<file path="config.mk">
export PLATFORM = sky130hd
export DESIGN_NAME = cap_learn_qual
export DESIGN_NICKNAME = d
export VERILOG_FILES = /design/src/rtl/clq_pkg.sv /design/src/rtl/clq_thresh_cmp.sv /design/src/rtl/clq_gate.sv /design/src/rtl/clq_count.sv /design/src/rtl/clq_learn.sv /design/src/rtl/cap_learn_qual.sv
export SDC_FILE = /design/constraint.sdc
export NUM_CORES = 1
export LEC_CHECK = 0
export BUFFER_PORTS_ARGS = -buffer_cell sky130_fd_sc_hd__buf_2
export CORE_ASPECT_RATIO = 1.2
export CORE_MARGIN = 1.5
export CORE_UTILIZATION = 55
export DETAILED_ROUTE_END_ITERATION = 16
export PLACE_DENSITY_LB_ADDON = 0.1
export SLEW_MARGIN = 10
export SYNTH_ARGS = -nofsm -noshare
export SYNTH_HDL_FRONTEND = slang
export SYNTH_SLANG_ARGS = --single-unit
</file>
<file path="constraint.sdc">
create_clock -name clk -period 1.3 [get_ports clk]
set_input_delay 0.065 -clock clk [delete_from_list [all_inputs] [get_ports clk]]
set_output_delay 0.065 -clock clk [all_outputs]
set_load 0.005 [all_outputs]
</file>
<file path="src/rtl/clq_pkg.sv">
package clq_pkg;
  // Threshold ratio: near full when nac*THR_DEN >= lmd*THR_NUM
  localparam int unsigned THR_NUM = 94;
  localparam int unsigned THR_DEN = 100;

  typedef enum logic {
    GATE_OPEN  = 1'b0,
    GATE_SPENT = 1'b1
  } gate_e;
endpackage

</file>
<file path="src/rtl/clq_thresh_cmp.sv">
module clq_thresh_cmp
  import clq_pkg::*;
#(
  parameter int CAP_W = 16
) (
  input  logic [CAP_W-1:0] nac_i,
  input  logic [CAP_W-1:0] lmd_i,
  output logic             near_full_o
);
  localparam int PROD_W = CAP_W + $clog2(THR_DEN) + 1;

  logic [PROD_W-1:0] nac_x;
  logic [PROD_W-1:0] lmd_x;

  always_comb begin
    nac_x       = PROD_W'(nac_i) * PROD_W'(THR_DEN);
    lmd_x       = PROD_W'(lmd_i) * PROD_W'(THR_NUM);
    near_full_o = (nac_x >= lmd_x);
  end
endmodule

</file>
<file path="src/rtl/clq_gate.sv">
module clq_gate
  import clq_pkg::*;
(
  input  logic clk,
  input  logic rst_n,
  input  logic chg_i,
  input  logic near_full_i,
  output logic inc_o
);
  gate_e gate_q, gate_d;
  logic  gate_en;

  always_comb begin
    inc_o   = chg_i && !(near_full_i && (gate_q == GATE_SPENT));
    gate_d  = gate_q;
    if (!near_full_i)
      gate_d = GATE_OPEN;
    else if (chg_i)
      gate_d = GATE_SPENT;
    gate_en = (gate_d != gate_q);
  end

  always_ff @(posedge clk or negedge rst_n) begin
    if (!rst_n)
      gate_q <= GATE_OPEN;
    else if (gate_en)
      gate_q <= gate_d;
  end


  gate_once_chk: assert property (@(posedge clk) disable iff (!rst_n)
    (chg_i && near_full_i) ##1 (chg_i && near_full_i) |-> !inc_o);
endmodule

</file>
<file path="src/rtl/clq_count.sv">
module clq_count #(
  parameter int CNT_W   = 8,
  parameter int FLAG_AT = 64
) (
  input  logic             clk,
  input  logic             rst_n,
  input  logic             inc_i,
  input  logic             clr_i,
  output logic [CNT_W-1:0] cnt_o,
  output logic             flag_o
);
  localparam logic [CNT_W-1:0] CNT_MAX  = {CNT_W{1'b1}};
  localparam logic [CNT_W-1:0] FLAG_VAL = CNT_W'(FLAG_AT);

  logic [CNT_W-1:0] cnt_q, cnt_d;
  logic             flag_q, flag_d;
  logic             at_max;
  logic             cnt_en;

  always_comb begin
    at_max = (cnt_q == CNT_MAX);
    cnt_d  = cnt_q;
    flag_d = flag_q;
    if (clr_i) begin
      cnt_d  = '0;
      flag_d = 1'b0;
    end else if (inc_i && !at_max) begin
      cnt_d = cnt_q + 1'b1;
      if (cnt_d == FLAG_VAL)
        flag_d = 1'b1;
    end
    cnt_en = clr_i || (inc_i && !at_max);
  end

  always_ff @(posedge clk or negedge rst_n) begin
    if (!rst_n) begin
      cnt_q  <= '0;
      flag_q <= 1'b0;
    end else if (cnt_en) begin
      cnt_q  <= cnt_d;
      flag_q <= flag_d;
    end
  end

  assign cnt_o  = cnt_q;
  assign flag_o = flag_q;


  cnt_step_chk: assert property (@(posedge clk) disable iff (!rst_n)
    (inc_i && !clr_i && cnt_q != CNT_MAX) |=> (cnt_q == $past(cnt_q) + 1'b1));


  cnt_sat_chk: assert property (@(posedge clk) disable iff (!rst_n)
    (cnt_q == CNT_MAX && !clr_i) |=> (cnt_q == CNT_MAX));
endmodule

</file>
<file path="src/rtl/clq_learn.sv">
module clq_learn (
  input  logic clk,
  input  logic rst_n,
  input  logic chg_i,
  input  logic near_full_i,
  input  logic dsg_i,
  input  logic edv_i,
  input  logic temp_ok_i,
  input  logic sd_over_i,
  output logic upd_now_o,
  output logic upd_o
);
  logic edv_q;
  logic armed_q, armed_d;
  logic upd_q;
  logic void_c;
  logic edv_rise;

  always_comb begin
    void_c    = chg_i || !temp_ok_i || sd_over_i;
    edv_rise  = edv_i && !edv_q;
    upd_now_o = armed_q && edv_rise && !void_c;
    armed_d   = armed_q;
    if (void_c || upd_now_o)
      armed_d = 1'b0;
    else if (near_full_i && dsg_i)
      armed_d = 1'b1;
  end

  always_ff @(posedge clk or negedge rst_n) begin
    if (!rst_n) begin
      edv_q   <= 1'b0;
      armed_q <= 1'b0;
      upd_q   <= 1'b0;
    end else begin
      edv_q   <= edv_i;
      armed_q <= armed_d;
      upd_q   <= upd_now_o;
    end
  end

  assign upd_o = upd_q;


  chg_void_chk: assert property (@(posedge clk) disable iff (!rst_n)
    chg_i |=> !armed_q);


  cold_void_chk: assert property (@(posedge clk) disable iff (!rst_n)
    !temp_ok_i |=> !armed_q);


  sd_void_chk: assert property (@(posedge clk) disable iff (!rst_n)
    sd_over_i |=> !armed_q);
endmodule

</file>
<file path="src/rtl/cap_learn_qual.sv">
module cap_learn_qual #(
  parameter int CAP_W   = 16,
  parameter int CNT_W   = 8,
  parameter int FLAG_AT = 64
) (
  input  logic             clk,
  input  logic             rst_n,
  input  logic             chg_evt,
  input  logic [CAP_W-1:0] nac,
  input  logic [CAP_W-1:0] lmd,
  input  logic             dsg_act,
  input  logic             edv_first,
  input  logic             temp_ok,
  input  logic             sd_over,
  output logic [CNT_W-1:0] inacc_cnt,
  output logic             cap_inacc,
  output logic             lmd_upd
);
  localparam int RS_STAGES = 2;

  logic [RS_STAGES-1:0] rs_q;
  logic                 rst_sync_n;
  logic                 near_full;
  logic                 inc;
  logic                 upd_now;

  // asynchronous assert, synchronous release
  always_ff @(posedge clk or negedge rst_n) begin
    if (!rst_n)
      rs_q <= '0;
    else
      rs_q <= {rs_q[RS_STAGES-2:0], 1'b1};
  end
  assign rst_sync_n = rs_q[RS_STAGES-1];

  clq_thresh_cmp #(.CAP_W(CAP_W)) cmp_i (
    .nac_i       (nac),
    .lmd_i       (lmd),
    .near_full_o (near_full)
  );

  clq_gate gate_i (
    .clk         (clk),
    .rst_n       (rst_sync_n),
    .chg_i       (chg_evt),
    .near_full_i (near_full),
    .inc_o       (inc)
  );

  clq_learn learn_i (
    .clk         (clk),
    .rst_n       (rst_sync_n),
    .chg_i       (chg_evt),
    .near_full_i (near_full),
    .dsg_i       (dsg_act),
    .edv_i       (edv_first),
    .temp_ok_i   (temp_ok),
    .sd_over_i   (sd_over),
    .upd_now_o   (upd_now),
    .upd_o       (lmd_upd)
  );

  clq_count #(.CNT_W(CNT_W), .FLAG_AT(FLAG_AT)) count_i (
    .clk    (clk),
    .rst_n  (rst_sync_n),
    .inc_i  (inc),
    .clr_i  (upd_now),
    .cnt_o  (inacc_cnt),
    .flag_o (cap_inacc)
  );


  flag_level_chk: assert property (@(posedge clk) disable iff (!rst_sync_n)
    cap_inacc == (inacc_cnt >= CNT_W'(FLAG_AT)));


  upd_clear_chk: assert property (@(posedge clk) disable iff (!rst_sync_n)
    lmd_upd |-> (inacc_cnt == '0 && !cap_inacc));


  upd_single_chk: assert property (@(posedge clk) disable iff (!rst_sync_n)
    lmd_upd |=> !lmd_upd);
endmodule

</file>
======== Word level (Yosys, flattened, before mapping) ========
Index checks and enable logic that the tools add are counted.
storage, ports and cells
  register bits ........................... 15
  output and inout bits ................... 10
  word-level logic and storage cells ...... 44
operators by class
  magnitude comparators ................... 1
  equality and inequality tests ........... 3
  reductions and logical operators ........ 21
  multiplexer cells ....................... 9
  multipliers ............................. 2
  $add $sub $neg .......................... 1
operators by type and width
  operator                                                               number
  23-bit greater-or-equal comparator                                     1
  16-bit by 6-bit multiplier with 22-bit output, second input constant   1
  16-bit by 5-bit multiplier with 21-bit output, second input constant   1
  8-bit 2-to-1 mux                                                       2
  8-bit by 1-bit adder with 8-bit output, second input constant          1
  8-bit by 7-bit equality test with 1-bit output, second input constant  1
  8-bit equality test, second input constant                             1
  1-bit logical AND                                                      7
  1-bit 2-to-1 mux                                                       7
  2-bit nonzero test                                                     3
  1-bit zero test                                                        5
  1-bit logical OR                                                       4
  3-bit AND reduction                                                    1
  2-bit AND reduction                                                    1
  1-bit inequality test                                                  1

======== Longest topological paths before layout ========
Gate-level depths: netlist of run 1.
  depth after elaboration ................. 8
  gate-level depth with buffers ........... 26
  depth with buffers taken out ............ 25

======== Hierarchy ========
From an unflattened synthesis of run 1, not the netlist that was laid out.
unflattened totals
  cell total of the unflattened synthesis .. 540
  area, all modules ....................... 4,867.2 um^2
modules (own cells, without submodules)
  module          sequential area each (um^2)  cells each  area an instance (um^2)  instances
  clq_thresh_cmp  0.0                          474         4,149.0                  1
  clq_count       225.2                        50          489.2                    1
  clq_learn       75.1                         10          131.4                    1
  cap_learn_qual  50.0                         3           53.8                     1
  clq_gate        25.0                         3           43.8                     1

======== Worst setup path after synthesis of run 1 ========
No wires, ideal clock.
  path type ............................... input -> register
  start ................................... input port lmd[2]
  end ..................................... register count_i.cnt_q[7], in the netlist count_i.cnt_o[7]
  arrival time ............................ 4.590 ns
  stages on the path ...................... 22
  path slack .............................. -3.429 ns
  required time ........................... 1.162 ns
  cell sequence ........................... inv_1 > fa_1 > inv_1 > ha_1 > fa_1 > inv_1 > fa_1 > nor2b_1 > o21a_1 > o21ai_1 > a21oi_1 > o21ai_1 > a22oi_1 > o21ai_1 > a311oi_1 > ha_1 > and4_1 > nor3b_1 > a221oi_2 > a21oi_2 > o311ai_1 > o41ai_2
on the way
  longest elaborated chain between the ends .. 8
RTL lines
  what                                                                     line                              text
  start: declaration                                                       cap_learn_qual.sv:10              input logic [CAP_W-1:0] lmd,
  16-bit by 6-bit multiplier with 22-bit output (*)                        clq_thresh_cmp.sv:17              lmd_x = PROD_W'(lmd_i) * PROD_W'(THR_NUM);
  23-bit greater-or-equal comparator (*)                                   clq_thresh_cmp.sv:18              near_full_o = (nac_x >= lmd_x);
  1-bit logical AND (*)                                                    clq_gate.sv:14                    inc_o = chg_i && !(near_full_i && (gate_q == GATE_SPENT));
  1-bit zero test (*)                                                      clq_gate.sv:14
  1-bit logical AND (*)                                                    clq_gate.sv:14
  1-bit logical AND (*)                                                    clq_count.sv:27, clq_count.sv:32
  2-bit nonzero test (no line) / 1-bit logical OR (equally long branches)  n/a
  2-bit AND reduction (no line) (*)                                        n/a
  end signal: assignment                                                   clq_count.sv:40                   cnt_q <= cnt_d;
  end: declaration                                                         clq_count.sv:15                   logic [CNT_W-1:0] cnt_q, cnt_d;
Mark *: on every way between the ends. The rest lies on a longest branch, timed or not.
A chain may end at the register's enable or synchronous reset.

======== Worst setup path after layout of run 1 ========
  start ................................... input port lmd[2]
  end ..................................... register count_i.cnt_q[3], in the netlist count_i.cnt_o[3]
The elaborated chain is that of the path after synthesis.

==> key figures, run 1 <==
Status
  • Status: finished, violations left
  • Violated checks: negative setup slack

Drt
  • Avg WL per Cell: 12.8 um
  • Total iterations of the first detailed-routing run: 4
  • Wirelength, routed: 10.5 mm
  • Vias per std cell: 5.22
  • Total number of vias: 4285
  • First DRT Iteration DRCs: 38
  • Count of unresolved DRC violations after routing: 0
  • Routed Antenna Nets: 0

GRT
  • Global route total overflow: 0
  • Wire length of the first global-routing pass: 18.0 mm
  • Via count of the first global-routing pass: 4561
  • Largest net degree at the start of global routing: 14
  • Antenna violations before repair: 0
  • Global Route Usage Sum: 23.5%

Clock network
  • Clock slew seen by the registers of the worst setup and hold paths: 0.06 ns
  • Buffer levels on the longest clock path: 2
  • TritonCTS buffer count: 3
  • Buffer cell driving the clock tree root: clkbuf_8
  • Htree depth: 1
  • Clk sinks: 15
  • CTS tree: yes
  • Clock Latency Late Sink: 0.25 ns

Worst setup path
  • Data arrival time of the critical path: 4.87 ns
  • Worst setup EP type: register
  • Worst-path maximum fanout: 5
  • Stage delay of the slowest cell on the critical path: 0.57 ns
  • Number of cells on the worst reg-to-reg path: 8
  • Type of origin of the critical path: input port
  • Kind of critical path: in -> reg
  • Required time worst endpoint: 1.43 ns
  • Cell type of the slowest stage on the worst timing path: fa_1
  • Cell chain of the critical path: buf_6, clkinvlp_4, fa_1, inv_2, ha_4, fa_1, ha_1, a21o_1, a21oi_2, nor2b_2, o41a_1, a21oi_2, o311ai_1, a21oi_1, xor2_1, ha_1, and4_1, nor3b_4, a221oi_2, buf_4, a21oi_4, buf_6, o211ai_1, o31ai_1

Timing
  • Final count of pins violating max slew: 0
  • Fmax: 211 MHz
  • Final setup vio count: 11
  • Setup skew after layout: 0.00108 ns
  • Fraction of the cycle the final worst path needs: 365%
  • Min Hold Slack: 0.0662 ns
  • Slew at the pin closest to its max-slew limit: 0.558 ns
  • Final worst setup slack: -3.44 ns
  • Unrepaired setup endpoints after global routing: yes
  • Final critical-path required period: 4.74 ns
  • Max_slew headroom: 62.8%
  • Final Hold Vio Count: 0

Cells and area
  • # diodes: 0
  • Share of post-route cells with drive strength above 1: 34.8%
  • Most common cell after layout, fill and taps aside: buf_4
  • Final design instance area without fill: 0.00653 mm^2
  • Area added between synthesis and finish: 37.0%
  • Leading cell types in the layout, fill and taps excluded: buf_4, ha_1, inv_1
  • Post-layout nets: 913
  • Non-filler cells, final: 821

Synthesis
  • Number of synthesized flops with an enable pin: 0
  • Top cells by area, synth: ha_1, fa_1, inv_1, dfrtp_1, a21o_1
  • Post-synthesis instance total: 514
  • Sequential element share of the synthesized area: 7.87%
  • Netlist area before placement: 0.00477 mm^2
  • Share of flip-flops with an asynchronous set or reset after synthesis: 100%
  • Share of the synthesized area in the top cell type: 30.7%
  • Cell accounting for the most synthesized area: ha_1
  • Total number of yosys warnings: 0
  • Distinct cells, synth: 49
  • Most instantiated flip-flop cell in the synthesis netlist: dfrtp_1
  • Post-synthesis average cell area: 9.27 um^2
  • Number of register bits inferred by synthesis: 15
  • Number of nets produced by synthesis: 722

Placement
  • Routability congestion estimate: 0.848
  • Dpl cells: 804
  • DP Area: 0.00613 mm^2
  • Total half-perimeter wirelength after legalization and detailed placement: 8.68 mm
  • Number of input and output port buffers inserted: 48
  • Setup slack after placement: -3.93 ns

Worst hold path
  • Min-delay worst type: in -> reg
  • Worst hold stages: 2

Pwr
  • Peak supply drop: 1350 uV
  • Pleak: 3.58 nW
  • Power Density: 1740 mW/mm^2
  • Sum of internal, switching and leakage power: 0.0114 W

Floorplanning
  • Overall die height: 105 um
  • Count of boundary I/O pins: 49
  • Die extent in x: 88.0 um
  • Site row count: 37
  • Floorplan die area: 0.00924 mm^2
  • Initial core utilization: 56.0%
  • Core Region: 0.00852 mm^2

Run
  • Max-capacitance violation count: 0
path summary, 6_finish.rpt:
kind	startpoint	to	slack (ns)
worst min-delay path	chg_evt	gate_i.gate_q	0.07
max in group asynchronous	rs_q[1]	count_i.cnt_o[6]	0.70
worst max register to register	count_i.cnt_o[0]	count_i.flag_o	-0.57
min in group asynchronous	rst_n	rs_q[1]	0.12
worst max-delay path	lmd[2]	count_i.cnt_o[3]	-3.44
worst min register to register	rs_q[1]	learn_i.armed_q	0.23
critical path, delay by kind of cell:
kind	cells	cell delay (ns)
buf+inv	5	0.58
fa+ha+maj	5	1.79
simple gates	3	0.44
xor+xnor	1	0.18
compound gates	10	1.81
layout make-up:
class	count	area (um^2)
Multi-Input combinational cell	393	4220
Fill cell	624	1990
Timing Repair Buffer	187	1340
Inverter	105	398
Sequential cell	15	375
Tap cell	117	146
Clock buffer	3	41.3
Clock inverter	1	5.00
per-layer routing:
metal,vias to the layer above,GRT usage (%),routed length (um)
li1,2153,-,-
met1,2057,25.1,4140
met2,56,47.5,6050
met3,19,1.11,131
met4,0,6.24,170
met5,-,0,0
power by group:
part	total, W	switching, W	leakage (nW)	internal, W
Combinational	0.0103	0.00504	3.36	0.00530
Clock	0.000393	0.000180	0.0255	0.000213
Sequential	0.000640	0.0000675	0.193	0.000573
Total	0.0114	0.00528	3.58	0.00609
stage by stage:
stage / setup TNS [ns] / utilization [%]
finish: -36.74 / 76.6
global route: -38.78 / 76.6
CTS: -35.50 / 75.3
detailed placement: -41.72 / 71.9
global placement: -39.47 / 71.9
floorplan: -35.29 / -
flip-flops by register name, summed over array words and instances, names as in the netlist:
name	cells
count_i.cnt_o	8
rs_q	2
count_i.flag_o	1
gate_i.gate_q	1
learn_i.armed_q	1
learn_i.edv_q	1
learn_i.upd_o	1
cells in the mapped netlist, drive strengths merged, types with 2 or more instances:
master / instances
nor3b: 3
a31oi: 3
nor3: 6
a211oi: 2
nand2: 17
nand2b: 7
o21a: 9
nor2: 12
o21ai: 22
o41ai: 4
o311ai: 4
dfrtp: 15
ha: 117
nor4: 4
o211ai: 3
xor2: 18
nand4: 5
nand3: 12
mux2i: 2
fa: 52
a21oi: 31
nor2b: 6
a21o: 22
xnor2: 11
nand3b: 2
inv: 105
o31ai: 5
cells by family (layout without fill, tap and decap cells):
kind of cell    after synthesis  count (layout)  synth area share (%)
compound gates              115             116                  16.8
buf+inv                     107             296                  8.58
simple gates                 76              76                  8.40
fa+ha+maj                   169             169                  52.5
other cells                   1               1                0.0787
flops                        15              15                  7.87
xor+xnor                     29              29                  5.33
mux                           2               2                 0.420
timing repair:
item | CTS | global route
buffers inserted | 7 | 4
pin swaps | 36 | 18
hold endpoints to repair | 3 | 0
gates resized for setup | 42 | 24
hold buffers | 2 | 0
endpoints found under the setup margin | 11 | 11
gates cloned | 1 | 0
No activity file was read; power rests on OpenSTA's default activity.
==> inputs of run 2 (changes only) <==
- CAP_MARGIN: unset -> 0
- CORE_MARGIN: 1.5 -> 5
==> run 2 against run 1 <==
The flow still finishes with violations (negative setup slack); combinational power about the same; setup slack got worse by 0.036 ns; die area rose by 15%; clock power down 3%; core utilization decreased by 0.73 points; flip-flop and latch count is the same; non-clock buffer count fell by 3; global-route usage is 2.7 points lower; critical path type unchanged; critical endpoint is now count_i.cnt_o[5]; largest cell class unchanged; highest routed layer unchanged.
==> key figures, run 2 (synthesized netlist as in run 1, its figures left out) <==
Timing
  • Fmax: 209 MHz (was 211 MHz)
  • Slew at the pin closest to its max-slew limit: 0.537 ns (was 0.558 ns)
  • Final Hold Vio Count: 0 (unchanged)
  • Setup_tns: -37.10 ns (was -36.74 ns)
  • Unrepaired setup endpoints after global routing: yes (unchanged)
  • Final worst setup slack: -3.48 ns (was -3.44 ns)
  • Fraction of the cycle the final worst path needs: 367% (was 365%)
  • Final setup vio count: 11 (unchanged)
  • Setup skew after layout: 0.00101 ns (was 0.00108 ns)
  • Final critical-path required period: 4.78 ns (was 4.74 ns)
  • Final count of pins violating max slew: 0 (unchanged)
  • Max_slew headroom: 64.2% (was 62.8%)

Floorplanning
  • Initial core utilization: 56.0% (unchanged)
  • Core Region: 0.00852 mm^2 (unchanged)
  • Site row count: 37 (unchanged)
  • Die extent in x: 95.0 um (was 88.0 um)
  • Floorplan die area: 0.0106 mm^2 (was 0.00924 mm^2)
  • Count of boundary I/O pins: 49 (unchanged)
  • Overall die height: 112 um (was 105 um)

Worst setup path
  • Required time worst endpoint: 1.42 ns (was 1.43 ns)
  • Kind of critical path: in -> reg (unchanged)
  • Worst-path maximum fanout: 5 (unchanged)
  • Number of cells on the worst reg-to-reg path: 8 (unchanged)
  • Type of origin of the critical path: input port (unchanged)
  • Startpoint of the worst register-to-register path: count_i.cnt_o[1] (was count_i.cnt_o[0])
  • Data arrival time of the critical path: 4.90 ns (was 4.87 ns)
  • Worst setup EP type: register (unchanged)
  • Slack of the worst reg-to-reg path: -0.50 ns (was -0.57 ns)
  • Worst flop-to-flop path endpoint: count_i.cnt_o[1] (was count_i.flag_o)

Clock network
  • Clk sinks: 15 (unchanged)
  • TritonCTS buffer count: 3 (unchanged)
  • Htree depth: 1 (unchanged)
  • Clock slew seen by the registers of the worst setup and hold paths: 0.06 ns (about the same)
  • Clock Latency Late Sink: 0.25 ns (about the same)
  • Buffer levels on the longest clock path: 2 (unchanged)
  • CTS tree: yes (unchanged)
  • Buffer cell driving the clock tree root: clkbuf_8 (unchanged)

Drt
  • Count of unresolved DRC violations after routing: 0 (unchanged)
  • Routed Antenna Nets: 0 (unchanged)
  • Wirelength, routed: 10.4 mm (was 10.5 mm)
  • Avg WL per Cell: 12.7 um (was 12.8 um)
  • First DRT Iteration DRCs: 65 (was 38)
  • Total number of vias: 4250 (was 4285)
  • Total iterations of the first detailed-routing run: 4 (unchanged)
  • Vias per std cell: 5.20 (was 5.22)

Cells and area
  • Area added between synthesis and finish: 35.6% (was 37.0%)
  • Final design utilization: 75.9% (was 76.6%)
  • Storage cell area: 375 um^2 (unchanged)
  • Post-layout nets: 910 (was 913)
  • Final design instance area without fill: 0.00647 mm^2 (was 0.00653 mm^2)
  • Most common cell after layout, fill and taps aside: buf_4 (unchanged)
  • Flip-flop count of the largest register, all copies and words added: 8 (unchanged)
  • Count of fill cells added during filler insertion: 657 (was 624)
  • Leading cell types in the layout, fill and taps excluded: buf_4, ha_1, inv_1 (unchanged)
  • Share of post-route cells with drive strength above 1: 33.2% (was 34.8%)
  • # diodes: 0 (unchanged)
  • Area occupied by multi-input gates: 0.00419 mm^2 (was 0.00422 mm^2)

Placement
  • Number of input and output port buffers inserted: 48 (unchanged)
  • Routability congestion estimate: 0.830 (was 0.848)
  • DP Area: 0.00616 mm^2 (was 0.00613 mm^2)
  • Total half-perimeter wirelength after legalization and detailed placement: 9.02 mm (was 8.68 mm)

Worst hold path
  • Worst min-delay path startpoint: chg_evt (unchanged)
  • Worst Hold Path EP: gate_i.gate_q (unchanged)
  • Min-delay worst type: in -> reg (unchanged)
  • Worst hold stages: 2 (unchanged)

GRT
  • Antenna violations before repair: 0 (unchanged)
  • Global route total overflow: 0 (unchanged)
  • Largest net degree at the start of global routing: 14 (unchanged)
  • Global Route Usage Sum: 20.7% (was 23.5%)
  • Wire length of the first global-routing pass: 18.7 mm (was 18.0 mm)
  • Via count of the first global-routing pass: 4683 (was 4561)

Status
  • Status: finished, violations left (unchanged)
  • Violated checks: negative setup slack (unchanged)

Pwr
  • Part of the power in combinational logic: 90.8% (was 90.9%)
  • Share of total power in sequential cells: 5.8% (was 5.6%)
  • Internal power contribution: 0.00594 W (was 0.00609 W)
  • Sum of internal, switching and leakage power: 0.0110 W (was 0.0114 W)
  • Share of power burned in the clock network: 3.4% (was 3.5%)
  • Net load switching power: 0.00510 W (was 0.00528 W)
  • Peak supply drop: 1240 uV (was 1350 uV)
  • Switching fraction of total power: 46.2% (was 46.5%)
  • Pleak: 3.55 nW (was 3.58 nW)
  • Power Density: 1710 mW/mm^2 (was 1740 mW/mm^2)

Run
  • Max-capacitance violation count: 0 (unchanged)
-- run 2: cell count changes in the layout (fill, tap and decap cells not counted), sizes merged --
cell    before  now
buf        184  182
clkbuf       4    3
-- run 2: timing repair --
action	CTS	global route
hold endpoints to repair	3	0
hold buffers	2	0
pin swaps	33	12
endpoints found under the setup margin	11	11
cloned	1	0
gates resized for setup	33	18
buffers inserted	1	2
-- run 2: how the worst max path moves through the flow --
stage / start / end / cells past startpoint
2_1_floorplan: lmd[2] / count_i.cnt_o[7] / 21
3_3_place_gp: lmd[4] / count_i.cnt_o[5] / 22
3_5_place_dp: lmd[4] / count_i.cnt_o[1] / 23
4_1_cts: lmd[7] / count_i.cnt_o[5] / 22
5_1_grt: lmd[2] / count_i.cnt_o[5] / 22
6_report: lmd[3] / count_i.cnt_o[5] / 22
-- run 2: cell type report --
| class | instances | share of cell area (%) |
|---|---|---|
| clock inverters | 1 | 0.0774 |
| multi-input cells | 393 | 64.8 |
| clock buffers | 3 | 0.639 |
| flip-flops and latches | 15 | 5.80 |
| repair buffers | 184 | 20.3 |
| inverters | 105 | 6.15 |
| well taps | 117 | 2.26 |
-- run 2: per-stage QoR --
stage	worst slack [ns]	cells	hold slack, ns
after floorplan	-3.31	514	-0.231
after global placement	-3.69	808	-0.150
after detailed placement	-3.86	808	-0.148
after CTS	-3.35	816	0.0905
after global routing	-3.75	818	0.102
final	-3.48	818	0.0843
-- run 2: worst max-delay path, stage by stage --
cell and delay (ns):
buf_4 0.12, inv_2 0.06, fa_1 0.53, inv_2 0.05, ha_4 0.26, fa_1 0.45, ha_1 0.30, a21o_1 0.17
a21oi_2 0.18, nor2b_2 0.07, o41a_1 0.38, a21oi_4 0.19, o311ai_2 0.13, a21oi_1 0.21, xor2_1 0.22, ha_1 0.29
and4_4 0.16, nor3b_4 0.15, a221oi_4 0.34, a21oi_4 0.14, o311ai_2 0.31, o41ai_2 0.12
-- run 2: power by group through the flow --
| stage | Clock, W | Sequential (W) | Combinational (W) |
|---|---|---|---|
| floorplan | 0 | 0.000701 | 0.00591 |
| global placement | 0 | 0.000641 | 0.00889 |
| detailed placement | 0 | 0.000645 | 0.00922 |
| CTS | 0.000381 | 0.000638 | 0.00977 |
| global route | 0.000407 | 0.000645 | 0.0113 |
| finish | 0.000380 | 0.000636 | 0.0100 |
-- run 2: per-layer routing --
layer	track usage (%)	vias to the layer above	wire [um]
met5	0	-	0
met2	42.3	59	5940
met1	22.6	2031	4070
li1	-	2143	-
met4	4.72	0	144
met3	0.878	17	239
